--- src/rtl/irqc_pkg.sv ---
package irqc_pkg;

    typedef enum logic [1:0] {
        CH_IDLE    = 2'd0,
        CH_PULSE   = 2'd1,
        CH_HOLD    = 2'd2,
        CH_BLOCKED = 2'd3
    } ch_state_e;

    localparam int unsigned BUS_W = 16;

endpackage

--- src/rtl/irqc_tick.sv ---
module irqc_tick (
    input  logic clk,
    input  logic rst_n,
    output logic tick
);

    logic phase_q;

    always_ff @(posedge clk or negedge rst_n) begin
        if (!rst_n) begin
            phase_q <= 1'b0;
        end else begin
            phase_q <= ~phase_q;
        end
    end

    assign tick = phase_q;

endmodule

--- src/rtl/irqc_regs.sv ---
module irqc_regs #(
    parameter int unsigned NUM_CH = 23,
    parameter int unsigned DATA_W = 16,
    parameter int unsigned ADDR_W = 16,
    parameter logic [ADDR_W-1:0] BASE_ADDR = 16'h3800
) (
    input  logic              clk,
    input  logic              rst_n,
    input  logic              bus_en,
    input  logic              bus_we,
    input  logic [ADDR_W-1:0] bus_addr,
    input  logic [DATA_W-1:0] bus_wdata,
    output logic [DATA_W-1:0] bus_rdata,
    output logic [NUM_CH-1:0] mode_bits,
    output logic [NUM_CH-1:0] clr_stb
);

    localparam int unsigned HI_W = NUM_CH - DATA_W;
    localparam logic [ADDR_W-1:0] A_MODE_LO = BASE_ADDR;
    localparam logic [ADDR_W-1:0] A_MODE_HI = BASE_ADDR + ADDR_W'(1);
    localparam logic [ADDR_W-1:0] A_REL_LO  = BASE_ADDR + ADDR_W'(2);
    localparam logic [ADDR_W-1:0] A_REL_HI  = BASE_ADDR + ADDR_W'(3);

    logic [NUM_CH-1:0] mode_q;
    logic              wr;
    logic              rd;

    assign wr = bus_en & bus_we;
    assign rd = bus_en & ~bus_we;

    always_ff @(posedge clk or negedge rst_n) begin
        if (!rst_n) begin
            mode_q <= '0;
        end else if (wr) begin
            if (bus_addr == A_MODE_LO) begin
                mode_q[DATA_W-1:0] <= bus_wdata;
            end
            if (bus_addr == A_MODE_HI) begin
                mode_q[NUM_CH-1:DATA_W] <= bus_wdata[HI_W-1:0];
            end
        end
    end

    always_comb begin
        clr_stb = '0;
        if (wr && bus_addr == A_REL_LO) begin
            clr_stb[DATA_W-1:0] = bus_wdata;
        end
        if (wr && bus_addr == A_REL_HI) begin
            clr_stb[NUM_CH-1:DATA_W] = bus_wdata[HI_W-1:0];
        end
    end

    always_comb begin
        bus_rdata = '0;
        if (rd) begin
            if (bus_addr == A_MODE_LO) begin
                bus_rdata = mode_q[DATA_W-1:0];
            end else if (bus_addr == A_MODE_HI) begin
                bus_rdata[HI_W-1:0] = mode_q[NUM_CH-1:DATA_W];
            end
        end
    end

    assign mode_bits = mode_q;

endmodule

--- src/rtl/irqc_chan.sv ---
module irqc_chan
    import irqc_pkg::*;
#(
    parameter int unsigned SYNC_STAGES = 4
) (
    input  logic clk,
    input  logic rst_n,
    input  logic tick,
    input  logic req_n,
    input  logic level_mode,
    input  logic clr,
    output logic irq_n
);

    localparam int unsigned NEW_IDX = SYNC_STAGES - 2;
    localparam int unsigned OLD_IDX = SYNC_STAGES - 1;

    logic [SYNC_STAGES-1:0] chain_q;
    ch_state_e              state_q;
    ch_state_e              state_d;
    logic                   seen;
    logic                   fall_evt;
    logic                   kill;

    assign seen     = chain_q[NEW_IDX];
    assign fall_evt = chain_q[NEW_IDX] & ~chain_q[OLD_IDX];
    assign kill     = clr & level_mode;

    // Sample chain on the inverted request; bit 0 is the newest sample.
    always_ff @(posedge clk or negedge rst_n) begin
        if (!rst_n) begin
            chain_q <= '0;
        end else if (kill) begin
            chain_q <= '0;
        end else if (tick) begin
            chain_q <= {chain_q[SYNC_STAGES-2:0], ~req_n};
        end
    end

    // Next-state logic.
    always_comb begin
        state_d = state_q;
        if (kill) begin
            state_d = CH_BLOCKED;
        end else if (tick) begin
            unique case (state_q)
                CH_IDLE: begin
                    if (fall_evt) begin
                        state_d = level_mode ? CH_HOLD : CH_PULSE;
                    end
                end
                CH_PULSE: begin
                    state_d = CH_IDLE;
                end
                CH_HOLD: begin
                    if (!seen) begin
                        state_d = CH_IDLE;
                    end
                end
                CH_BLOCKED: begin
                    if (chain_q == '0 && req_n) begin
                        state_d = CH_IDLE;
                    end
                end
                default: state_d = CH_IDLE;
            endcase
        end
    end

    // State register.
    always_ff @(posedge clk or negedge rst_n) begin
        if (!rst_n) begin
            state_q <= CH_IDLE;
        end else begin
            state_q <= state_d;
        end
    end

    // Output decode.
    always_comb begin
        unique case (state_q)
            CH_PULSE, CH_HOLD: irq_n = 1'b0;
            default:           irq_n = 1'b1;
        endcase
    end

endmodule

--- src/rtl/irqc_top.sv ---
module irqc_top #(
    parameter int unsigned NUM_CH      = 23,
    parameter int unsigned SYNC_STAGES = 4,
    parameter logic [15:0] BASE_ADDR   = 16'h3800
) (
    input  logic              clk,
    input  logic              rst_n,
    input  logic [NUM_CH-1:0] irq_req_n,
    input  logic              bus_en,
    input  logic              bus_we,
    input  logic [15:0]       bus_addr,
    input  logic [15:0]       bus_wdata,
    output logic [15:0]       bus_rdata,
    output logic [NUM_CH-1:0] irq_n
);

    logic              tick;
    logic [NUM_CH-1:0] mode_bits;
    logic [NUM_CH-1:0] clr_stb;

    irqc_tick u_tick (
        .clk   (clk),
        .rst_n (rst_n),
        .tick  (tick)
    );

    irqc_regs #(
        .NUM_CH    (NUM_CH),
        .DATA_W    (irqc_pkg::BUS_W),
        .ADDR_W    (16),
        .BASE_ADDR (BASE_ADDR)
    ) u_regs (
        .clk       (clk),
        .rst_n     (rst_n),
        .bus_en    (bus_en),
        .bus_we    (bus_we),
        .bus_addr  (bus_addr),
        .bus_wdata (bus_wdata),
        .bus_rdata (bus_rdata),
        .mode_bits (mode_bits),
        .clr_stb   (clr_stb)
    );

    for (genvar g = 0; g < NUM_CH; g++) begin : g_chan
        irqc_chan #(
            .SYNC_STAGES (SYNC_STAGES)
        ) u_chan (
            .clk        (clk),
            .rst_n      (rst_n),
            .tick       (tick),
            .req_n      (irq_req_n[g]),
            .level_mode (mode_bits[g]),
            .clr        (clr_stb[g]),
            .irq_n      (irq_n[g])
        );
    end

endmodule

--- config.mk ---
export PLATFORM = sky130hd
export DESIGN_NAME = irqc_top
export DESIGN_NICKNAME = d
export VERILOG_FILES = /design/src/rtl/irqc_pkg.sv /design/src/rtl/irqc_tick.sv /design/src/rtl/irqc_regs.sv /design/src/rtl/irqc_chan.sv /design/src/rtl/irqc_top.sv
export SDC_FILE = /design/constraint.sdc
export NUM_CORES = 1
export LEC_CHECK = 0
export CAP_MARGIN = 20
export CELL_PAD_IN_SITES_DETAIL_PLACEMENT = 1
export CELL_PAD_IN_SITES_GLOBAL_PLACEMENT = 1
export CORE_AREA = 4 4 114 198
export DETAILED_ROUTE_END_ITERATION = 16
export DIE_AREA = 0 0 118 202
export PLACE_DENSITY_LB_ADDON = 0.3
export SETUP_SLACK_MARGIN = 0.02
export SYNTH_ARGS = -nofsm -noshare
export SYNTH_HDL_FRONTEND = slang
export SYNTH_HIERARCHICAL = 1
export SYNTH_SLANG_ARGS = --single-unit
--- constraint.sdc ---
create_clock -name clk -period 5.5 [get_ports clk]
set_clock_uncertainty 0.1 [all_clocks]
set_input_delay 1.1 -clock clk [delete_from_list [all_inputs] [get_ports clk]]
set_output_delay 1.1 -clock clk [all_outputs]
set_load 0.05 [all_outputs]
==> out/results.tsv, run 1 <==
metric	value	unit
crit-path max cell delay	820	ps
total number of yosys warnings	6	
I/O pin count	98	
Req. time, crit path	4300	ps
Post-CTS Hold Fix Bufs	0	
share of layout cells above drive strength 1	13.3	%
met1 usage	20.4	%
Slew Viols, Final	0	
Initial Util	44.9	%
Max VDD drop	0.000195	V
sw frac	34.6	%
Worst slew margin	39.9	%
vias in the first global route	7647	
1st-iter DRT viols	243	
synth unique cells	32	
P_int	2.61	mW
Post-CTS Setup Inserts	0	
antenna diode count	0	
Root Driver	clkbuf_16	
Post-synth EDFFs	0	
total grt overflow	0	
Synth Net Count	1002	
Worst Setup End Kind	primary output	
grt met2 use	38.3	%
GR Util All Layers	19.4	%
Post-Synthesis Cell Area	9350	um^2
crit path time final	4990	ps
dpl cell area	10600	um^2
Rows	70	
detailed placer's ending HPWL	16100	um
Async SR Flop Fraction	100	%
CTS Buf Count	17	
sequential power share	35.0	%
RD Place Congestion	0.796	
outcome	finished clean	
Worst-Skew Late Latency	430	ps
startpoint types	input pin	
final non-filler cell area	11200	um^2
Main synth FF type	dfrtp_1	
Cells after Synth	874	
arrival time at the worst endpoint	3790	ps
drt wl/cell	18.2	um
setup_tns	0	ps
CTS H-tree depth	4	
first-pass GRT wire length	37900	um
clk slew on worst S/H paths	70	ps
Die Wd	118	um
setup violators final	0	
TritonRoute pass-1 iters	4	
max-cap violations	0	
Most Crowded Layer GR	met2	
fin crit share	90.8	%
clock sinks	162	
post-CTS resize count	0	
HP Class	input pin to asynchronous set/reset pin	
Post-Route WL	22600	um
worst-path cell chain	clkdlybuf4s50_1 > nor4_4 > nand4_1 > or3_1 > nor2_1 > clkdlybuf4s50_1	
Worst path most repeated cell	clkdlybuf4s50_1	
worst slew pin tran	896	ps
Avg Vias per Cell	5.67	
worst path bufs/invs	2	
drt drc	0	
net load switching power	1.38	mW
Die Ht	202	um
PD cells	356	nW/um^2
Comb power frac	33.9	%
Core Region	20800	um^2
Port-buffer cells	97	
# nets final	1100	
endpoints failing hold	0	
DRT antenna net count	0	
sequential share of the synthesized area	43.3	%
WS Path Type	input pin to primary output	
layout overhead on the synthesized area	20.0	%
LEAKAGE	5.60	nW
Yosys reg bits	162	
CTS tree	built	
Critical-path top delay cell	clkdlybuf4s50_1	
Max clock buf depth	2	
pin count of the biggest net entering global routing	109	
RSZ-0062 raised after global routing	false	
crit-path leading delay family	simple AND/OR/NAND/NOR gates	
clock share of power	31.1	%
vias	7008	
met3 Resource Use GR	3.86	%
initial antenna violation count	0	
syn avg cell area	10.7	um^2
Max FO, Critical Path	7	
f_max	200	MHz
total die area	23800	um^2
## per-stage QoR
step	std cells	total power, mW	worst slack (ps)	hold slack (ps)	utilization, %
floorplan	874	2.35	1500	424	-
global placement	1204	2.74	562	458	50.7
detailed placement	1204	2.78	530	462	50.7
CTS	1236	4.06	505	482	53.7
global route	1237	4.23	355	344	53.8
finish	1237	4.00	507	366	53.8
## final cells by class
cell class | instances | area (um^2)
fill | 2221 | 9620
multi-input combinational | 591 | 4820
sequential | 162 | 4060
timing repair buffer | 106 | 1050
clock buffer | 20 | 467
inverter | 94 | 353
tap | 252 | 315
clock inverter | 12 | 156
## Yosys cell counts (23+ instances only)
master      n  area share (%)
nand2_1    49             2.0
a31o_1     23             2.2
nor2_1     30             1.2
mux2i_1    76             8.1
a22o_1     23             2.2
buf_2      23             1.2
dfrtp_1   162              43
ha_1       69             9.2
nand3_1    23             1.2
a21oi_1    69             3.7
a221oi_1   45             4.2
inv_1      94             3.8
o221ai_1   23             2.2
and2_1     55             3.7
o21ai_2    23             2.2
mux2_2     23             2.8
## routing by layer
metal | vias up | wire [um]
met3 | 24 | 555
met5 | - | 0
met2 | 94 | 12900
met1 | 3546 | 8740
li1 | 3344 | -
met4 | 0 | 341
## cells in the final DEF, fill, tap and decap left out, drive strengths merged, types with 20 or more instances in the layout
| master | n |
|---|---|
| dfrtp | 162 |
| mux2i | 76 |
| a22o | 23 |
| buf | 22 |
| ha | 69 |
| or4b | 23 |
| nand2 | 49 |
| clkdlybuf4s50 | 84 |
| a21oi | 69 |
| o221ai | 23 |
| clkbuf | 20 |
| nand2b | 22 |
| inv | 94 |
| nand3 | 23 |
| and2 | 55 |
| a221oi | 46 |
| a31o | 23 |
| o21ai | 23 |
| mux2 | 23 |
| nor2 | 30 |
## flip-flops by register name, indices dropped and copies added, names as in the netlist
signal and flops:
g_chan.u_chan/chain_q 92, u_regs/mode_bits 23, g_chan.u_chan/state_q 46, u_tick/tick 1
## cells by family after synthesis
| group | count (synthesis) | synth area share, % |
|---|---|---|
| compound gates | 207 | 16.7 |
| flops | 162 | 43.3 |
| simple gates | 216 | 14.6 |
| mux | 99 | 10.9 |
| buf+inv | 121 | 5.24 |
| fa+ha+maj | 69 | 9.23 |
## power by group through the flow
stage	Sequential [mW]	Clock (mW)	Combinational (mW)
3_3_place_gp	1.41	0	1.33
4_1_cts	1.40	1.28	1.38
5_1_grt	1.41	1.33	1.49
6_report	1.40	1.24	1.35
3_5_place_dp	1.42	0	1.36
2_1_floorplan	1.40	0	0.954
## path summary, 6_finish.rpt
check                                              from                      endpoint  slack (ps)  depth (start not counted)
min                                               rst_n   g_chan[3].u_chan/chain_q[3]         370                          1
max                                         bus_addr[8]                  bus_rdata[3]         510                          6
min in group clk           g_chan[10].u_chan/state_q[1]  g_chan[10].u_chan/state_q[1]         480                          1
max in group asynchronous                         rst_n  g_chan[10].u_chan/chain_q[0]        4210                          2
min reg2reg                g_chan[10].u_chan/state_q[1]  g_chan[10].u_chan/state_q[1]         480                          1
max reg2reg                                 u_tick/tick   g_chan[9].u_chan/state_q[0]        2960                          5
Power figures use the tool's default switching activity.
==> inputs of run 2 (changes only) <==
CORE_AREA = 4 4 110 190   (was 4 4 114 198)
DIE_AREA = 0 0 114 194   (was 0 0 118 202)
HOLD_SLACK_MARGIN = 0.12   (was default)
==> run 2 against run 1 <==
Compared with the run above:
- flip-flop and latch count unchanged
- largest cell class unchanged
- cell count decreased by 1.1%
- design area increased by 0.16%
==> out/results.tsv, run 2 (synthesis results as in run 1) <==
metric	value	unit
most frequent cells in the layout	161 x dfrtp_1, 96 x clkdlybuf4s50_1, 94 x inv_1, 76 x mux2i_1	
Post-Route WL	22800	um
net load switching power	1.40	mW
dpl cell area	10600	um^2
final core utilization	58.3	%
vias	7110	
CTS H-tree depth	4	
max reg flops	92	
DRT antenna net count	0	
setup violators final	0	
layout overhead on the synthesized area	20.2	%
f_max	201	MHz
share of layout cells above drive strength 1	11.8	%
Comb power frac	33.2	%
pin count of the biggest net entering global routing	91	
clk slew on worst S/H paths	70	ps
Critical-path top delay cell	clkdlybuf4s50_1	
Worst Setup End Kind	primary output	
outcome	finished clean	
setup_tns	0	ps
worst slew pin tran	1100	ps
arrival time at the worst endpoint	3770	ps
Req. time, crit path	4300	ps
Worst-Skew Late Latency	440	ps
worst-path cell chain	clkdlybuf4s50_1 > nor3_1 > nand4_1 > or3_1 > nor2_1 > clkdlybuf4s50_1	
crit-path max cell delay	840	ps
fin crit share	90.3	%
vias in the first global route	7796	
total grt overflow	0	
top register by number of flip-flops	g_chan.u_chan/chain_q	
Rows	67	
Root Driver	clkbuf_16	
worst path bufs/invs	2	
Max clock buf depth	2	
HP Class	register to register	
crit-path leading delay family	simple AND/OR/NAND/NOR gates	
endpoints failing hold	0	
Layout fillers	2065	
initial antenna violation count	0	
Slew Viols, Final	0	
1st-iter DRT viols	186	
Die Wd	114	um
Initial Util	48.5	%
LEAKAGE	5.57	nW
Final Power	4.09	mW
# nets final	1097	
antenna diode count	0	
commonest non-fill, non-tap cell in the layout	dfrtp_1	
TritonRoute pass-1 iters	4	
PD cells	364	nW/um^2
drt wl/cell	18.6	um
final non-filler cell area	11200	um^2
clock share of power	32.6	%
CTS tree	built	
stages on the worst setup path	6	
crit path time final	4970	ps
RD Place Congestion	0.780	
GR Util All Layers	21.4	%
P_int	2.69	mW
Avg Vias per Cell	5.81	
WS Path Type	input pin to primary output	
max-cap violations	0	
Port-buffer cells	97	
Post-CTS Setup Inserts	0	
drt drc	0	
startpoint types	input pin	
Max VDD drop	0.000214	V
Fin Hold WS	471	ps
first-pass GRT wire length	38400	um
Worst path most repeated cell	clkdlybuf4s50_1	
detailed placer's ending HPWL	15900	um
Worst slew margin	26.3	%
CTS Buf Count	17	
Post-CTS Hold Fix Bufs	0	
worst reg2reg path depth	5	
total die area	22100	um^2
hold path depth	1	
Core Region	19300	um^2
RSZ-0062 raised after global routing	false	
sw frac	34.3	%
sequential power share	34.3	%
I/O pin count	98	
post-CTS resize count	0	
Sequential Area	4060	um^2
Die Ht	194	um
area of the multi-input gates	4820	um^2
clock sinks	162	
Max FO, Critical Path	7	
## run 2: cell types whose count changed in the layout (fill, tap and decap cells not counted), sizes merged
cell           change
buf               -15
clkdlybuf4s50     +12
clkinv             -3
inv                +3
bufinv             +2
clkbuf             -2
## run 2: power groups by stage
stage / Combinational [mW] / Sequential, mW / Clock, mW
after global routing: 1.49 / 1.42 / 1.42
final: 1.36 / 1.40 / 1.33
after detailed placement: 1.36 / 1.43 / 0
after global placement: 1.32 / 1.41 / 0
after CTS: 1.38 / 1.40 / 1.36
after floorplan: 0.954 / 1.40 / 0
## run 2: area by class of cell
cell class | instances | share of cell area (%)
Clock buffer | 18 | 3.91
Clock inverter | 14 | 2.03
Inverter | 94 | 3.14
Multi-Input combinational cell | 591 | 42.9
Sequential cell | 162 | 36.1
Tap cell | 241 | 2.68
Timing Repair Buffer | 103 | 9.27
## run 2: path summary, 6_finish.rpt
kind | from | endpoint | slack (ps)
max in group asynchronous | rst_n | u_regs/mode_bits[12] | 3740
min in group asynchronous | rst_n | g_chan[11].u_chan/state_q[0] | 640
max reg2reg | u_tick/tick | g_chan[15].u_chan/state_q[1] | 2880
min reg2reg | g_chan[13].u_chan/state_q[1] | g_chan[13].u_chan/state_q[1] | 470
max | bus_addr[5] | bus_rdata[4] | 530
min | g_chan[13].u_chan/state_q[1] | g_chan[13].u_chan/state_q[1] | 470
## run 2: layer usage
metal  wire length (um)  track usage (%)  vias up
met2              12700             39.7      126
met5                  0                0        -
met3                766             4.37       46
met4                639             8.15        0
met1               8660             23.3     3596
li1                   -                -     3342
## run 2: stage by stage
step / setup slack, ps / std cells
after floorplan: 1500 / 874
after global placement: 528 / 1191
after detailed placement: 490 / 1191
after CTS: 495 / 1223
after global routing: 397 / 1223
final: 533 / 1223
==> inputs of run 3 (changes only) <==
CORE_AREA = 4 4 103 203   (was 4 4 110 190)
DIE_AREA = 0 0 107 207   (was 0 0 114 194)
==> run 3 against run 2 <==
Compared with the run above:
- clock power fell by 13%
- via count fell by 0.52%
- global-route usage shrank 0.50 points
- combinational power is essentially flat
- non-clock buffer count up 2
- hold slack got worse by 1.3 ps
- critical endpoint is now bus_rdata[5]
- largest power group unchanged
==> out/results.tsv, run 3 (synthesis results as in run 1) <==
metric	value	unit
vias	7073	
Slew Viols, Final	0	
TritonRoute pass-1 iters	4	
crit-path max cell delay	820	ps
startpoint types	input pin	
clock sinks	162	
hold_sp	g_chan[3].u_chan/state_q[1]	
Worst path most repeated cell	clkdlybuf4s50_1	
drt wl/cell	17.9	um
fin crit share	90.1	%
FF-to-FF Start	u_tick/tick	
max reg flops	92	
worst-path cell chain	clkdlybuf4s50_1 > nor3_1 > nand4_1 > or3_1 > nor2_1 > clkdlybuf4s50_1	
Worst Setup SP	bus_addr[5]	
most frequent cells in the layout	161 x dfrtp_1, 96 x clkdlybuf4s50_1, 94 x inv_1, 76 x mux2i_1	
Rows	72	
Max FO, Critical Path	7	
RSZ-0062 raised after global routing	false	
Core Region	19300	um^2
Worst slew margin	46.3	%
f_max	202	MHz
crit-path leading delay family	simple AND/OR/NAND/NOR gates	
outcome	finished clean	
endpoints failing hold	0	
share of layout cells above drive strength 1	12.0	%
setup_tns	0	ps
crit path time final	4960	ps
antenna diode count	0	
clk slew on worst S/H paths	70	ps
total die area	22100	um^2
drt drc	0	
LEAKAGE	5.54	nW
Worst-Skew Late Latency	430	ps
setup violators final	0	
final core utilization	58.0	%
initial antenna violation count	0	
top register by number of flip-flops	g_chan.u_chan/chain_q	
CTS tree	built	
total grt overflow	0	
Req. time, crit path	4300	ps
I/O pin count	98	
Port-buffer cells	97	
CTS H-tree depth	4	
Post-CTS Hold Fix Bufs	0	
WS Path Type	input pin to primary output	
post-CTS resize count	0	
RD Place Congestion	0.764	
layout overhead on the synthesized area	19.5	%
Post-Route WL	22300	um
Avg Vias per Cell	5.69	
GR Util All Layers	20.9	%
Initial Util	48.5	%
DRT antenna net count	0	
vias in the first global route	7754	
Root Driver	clkbuf_16	
HP Class	register to register	
Die Ht	207	um
Post-CTS Setup Inserts	0	
# nets final	1099	
Die Wd	107	um
1st-iter DRT viols	252	
commonest non-fill, non-tap cell in the layout	dfrtp_1	
CTS Buf Count	17	
worst slew pin tran	805	ps
Critical-path top delay cell	clkdlybuf4s50_1	
first-pass GRT wire length	37500	um
worst path bufs/invs	2	
max-cap violations	0	
PD cells	349	nW/um^2
Worst Setup End Kind	primary output	
arrival time at the worst endpoint	3760	ps
pin count of the biggest net entering global routing	86	
Max VDD drop	0.000189	V
detailed placer's ending HPWL	16200	um
Max clock buf depth	2	
==> run 3: cell types whose count changed in the layout (fill, tap and decap cells not counted), sizes merged <==
cell / before / now
buf: 7 / 9
bufinv: 5 / 1
clkbuf: 18 / 21
clkinv: 5 / 6
==> run 3: worst paths after layout <==
kind,slack (ps),endpoint,depth (start not counted)
min in group asynchronous,640,g_chan[13].u_chan/state_q[0],1
worst max-delay path,540,bus_rdata[5],6
worst max register to register,2920,g_chan[17].u_chan/state_q[1],5
worst min-delay path,470,g_chan[3].u_chan/state_q[1],1
max in group asynchronous,3600,g_chan[10].u_chan/chain_q[0],2
worst min register to register,470,g_chan[3].u_chan/state_q[1],1
==> run 3: cell type report <==
type,instances,area (um^2)
flip-flops and latches,162,4060
clock buffers,21,480
repair buffers,105,1040
fillers,2109,8100
inverters,94,353
clock inverters,11,101
multi-input cells,591,4820
well taps,259,324
==> run 3: worst register-to-register path, stage by stage (launching register included) <==
cell and delay, ps:
dfrtp_4 920, buf_12 470, inv_1 150, a221oi_1 430
nand2_1 140, a22o_1 250
==> run 3: where the power goes <==
group / internal, mW / leakage (nW) / switching (mW) / total [mW]
Combinational: 0.544 / 3.26 / 0.802 / 1.35
Sequential: 1.32 / 2.00 / 0.0838 / 1.40
Clock: 0.673 / 0.290 / 0.484 / 1.16
Total: 2.53 / 5.54 / 1.37 / 3.90
==> run 3: routing by layer <==
layer	wire [um]	share of wire, %	GRT usage (%)	vias up
met4	358	1.6	6.67	0
li1	-	-	-	3344
met3	704	3.2	3.74	27
met1	8240	37	22.0	3586
met5	0	0	0	-
met2	13000	58	40.6	116
==> run 3: metrics by stage <==
stage | worst slack, ps | power, mW | std cells | hold WS (ps) | area (um^2)
finish | 543 | 3.90 | 1243 | 470 | 11200
detailed placement | 495 | 2.78 | 1211 | 464 | 10600
global placement | 540 | 2.74 | 1211 | 451 | 10600
global route | 392 | 4.15 | 1243 | 507 | 11200
CTS | 500 | 3.96 | 1243 | 479 | 11200
floorplan | 1500 | 2.35 | 874 | 424 | 9350
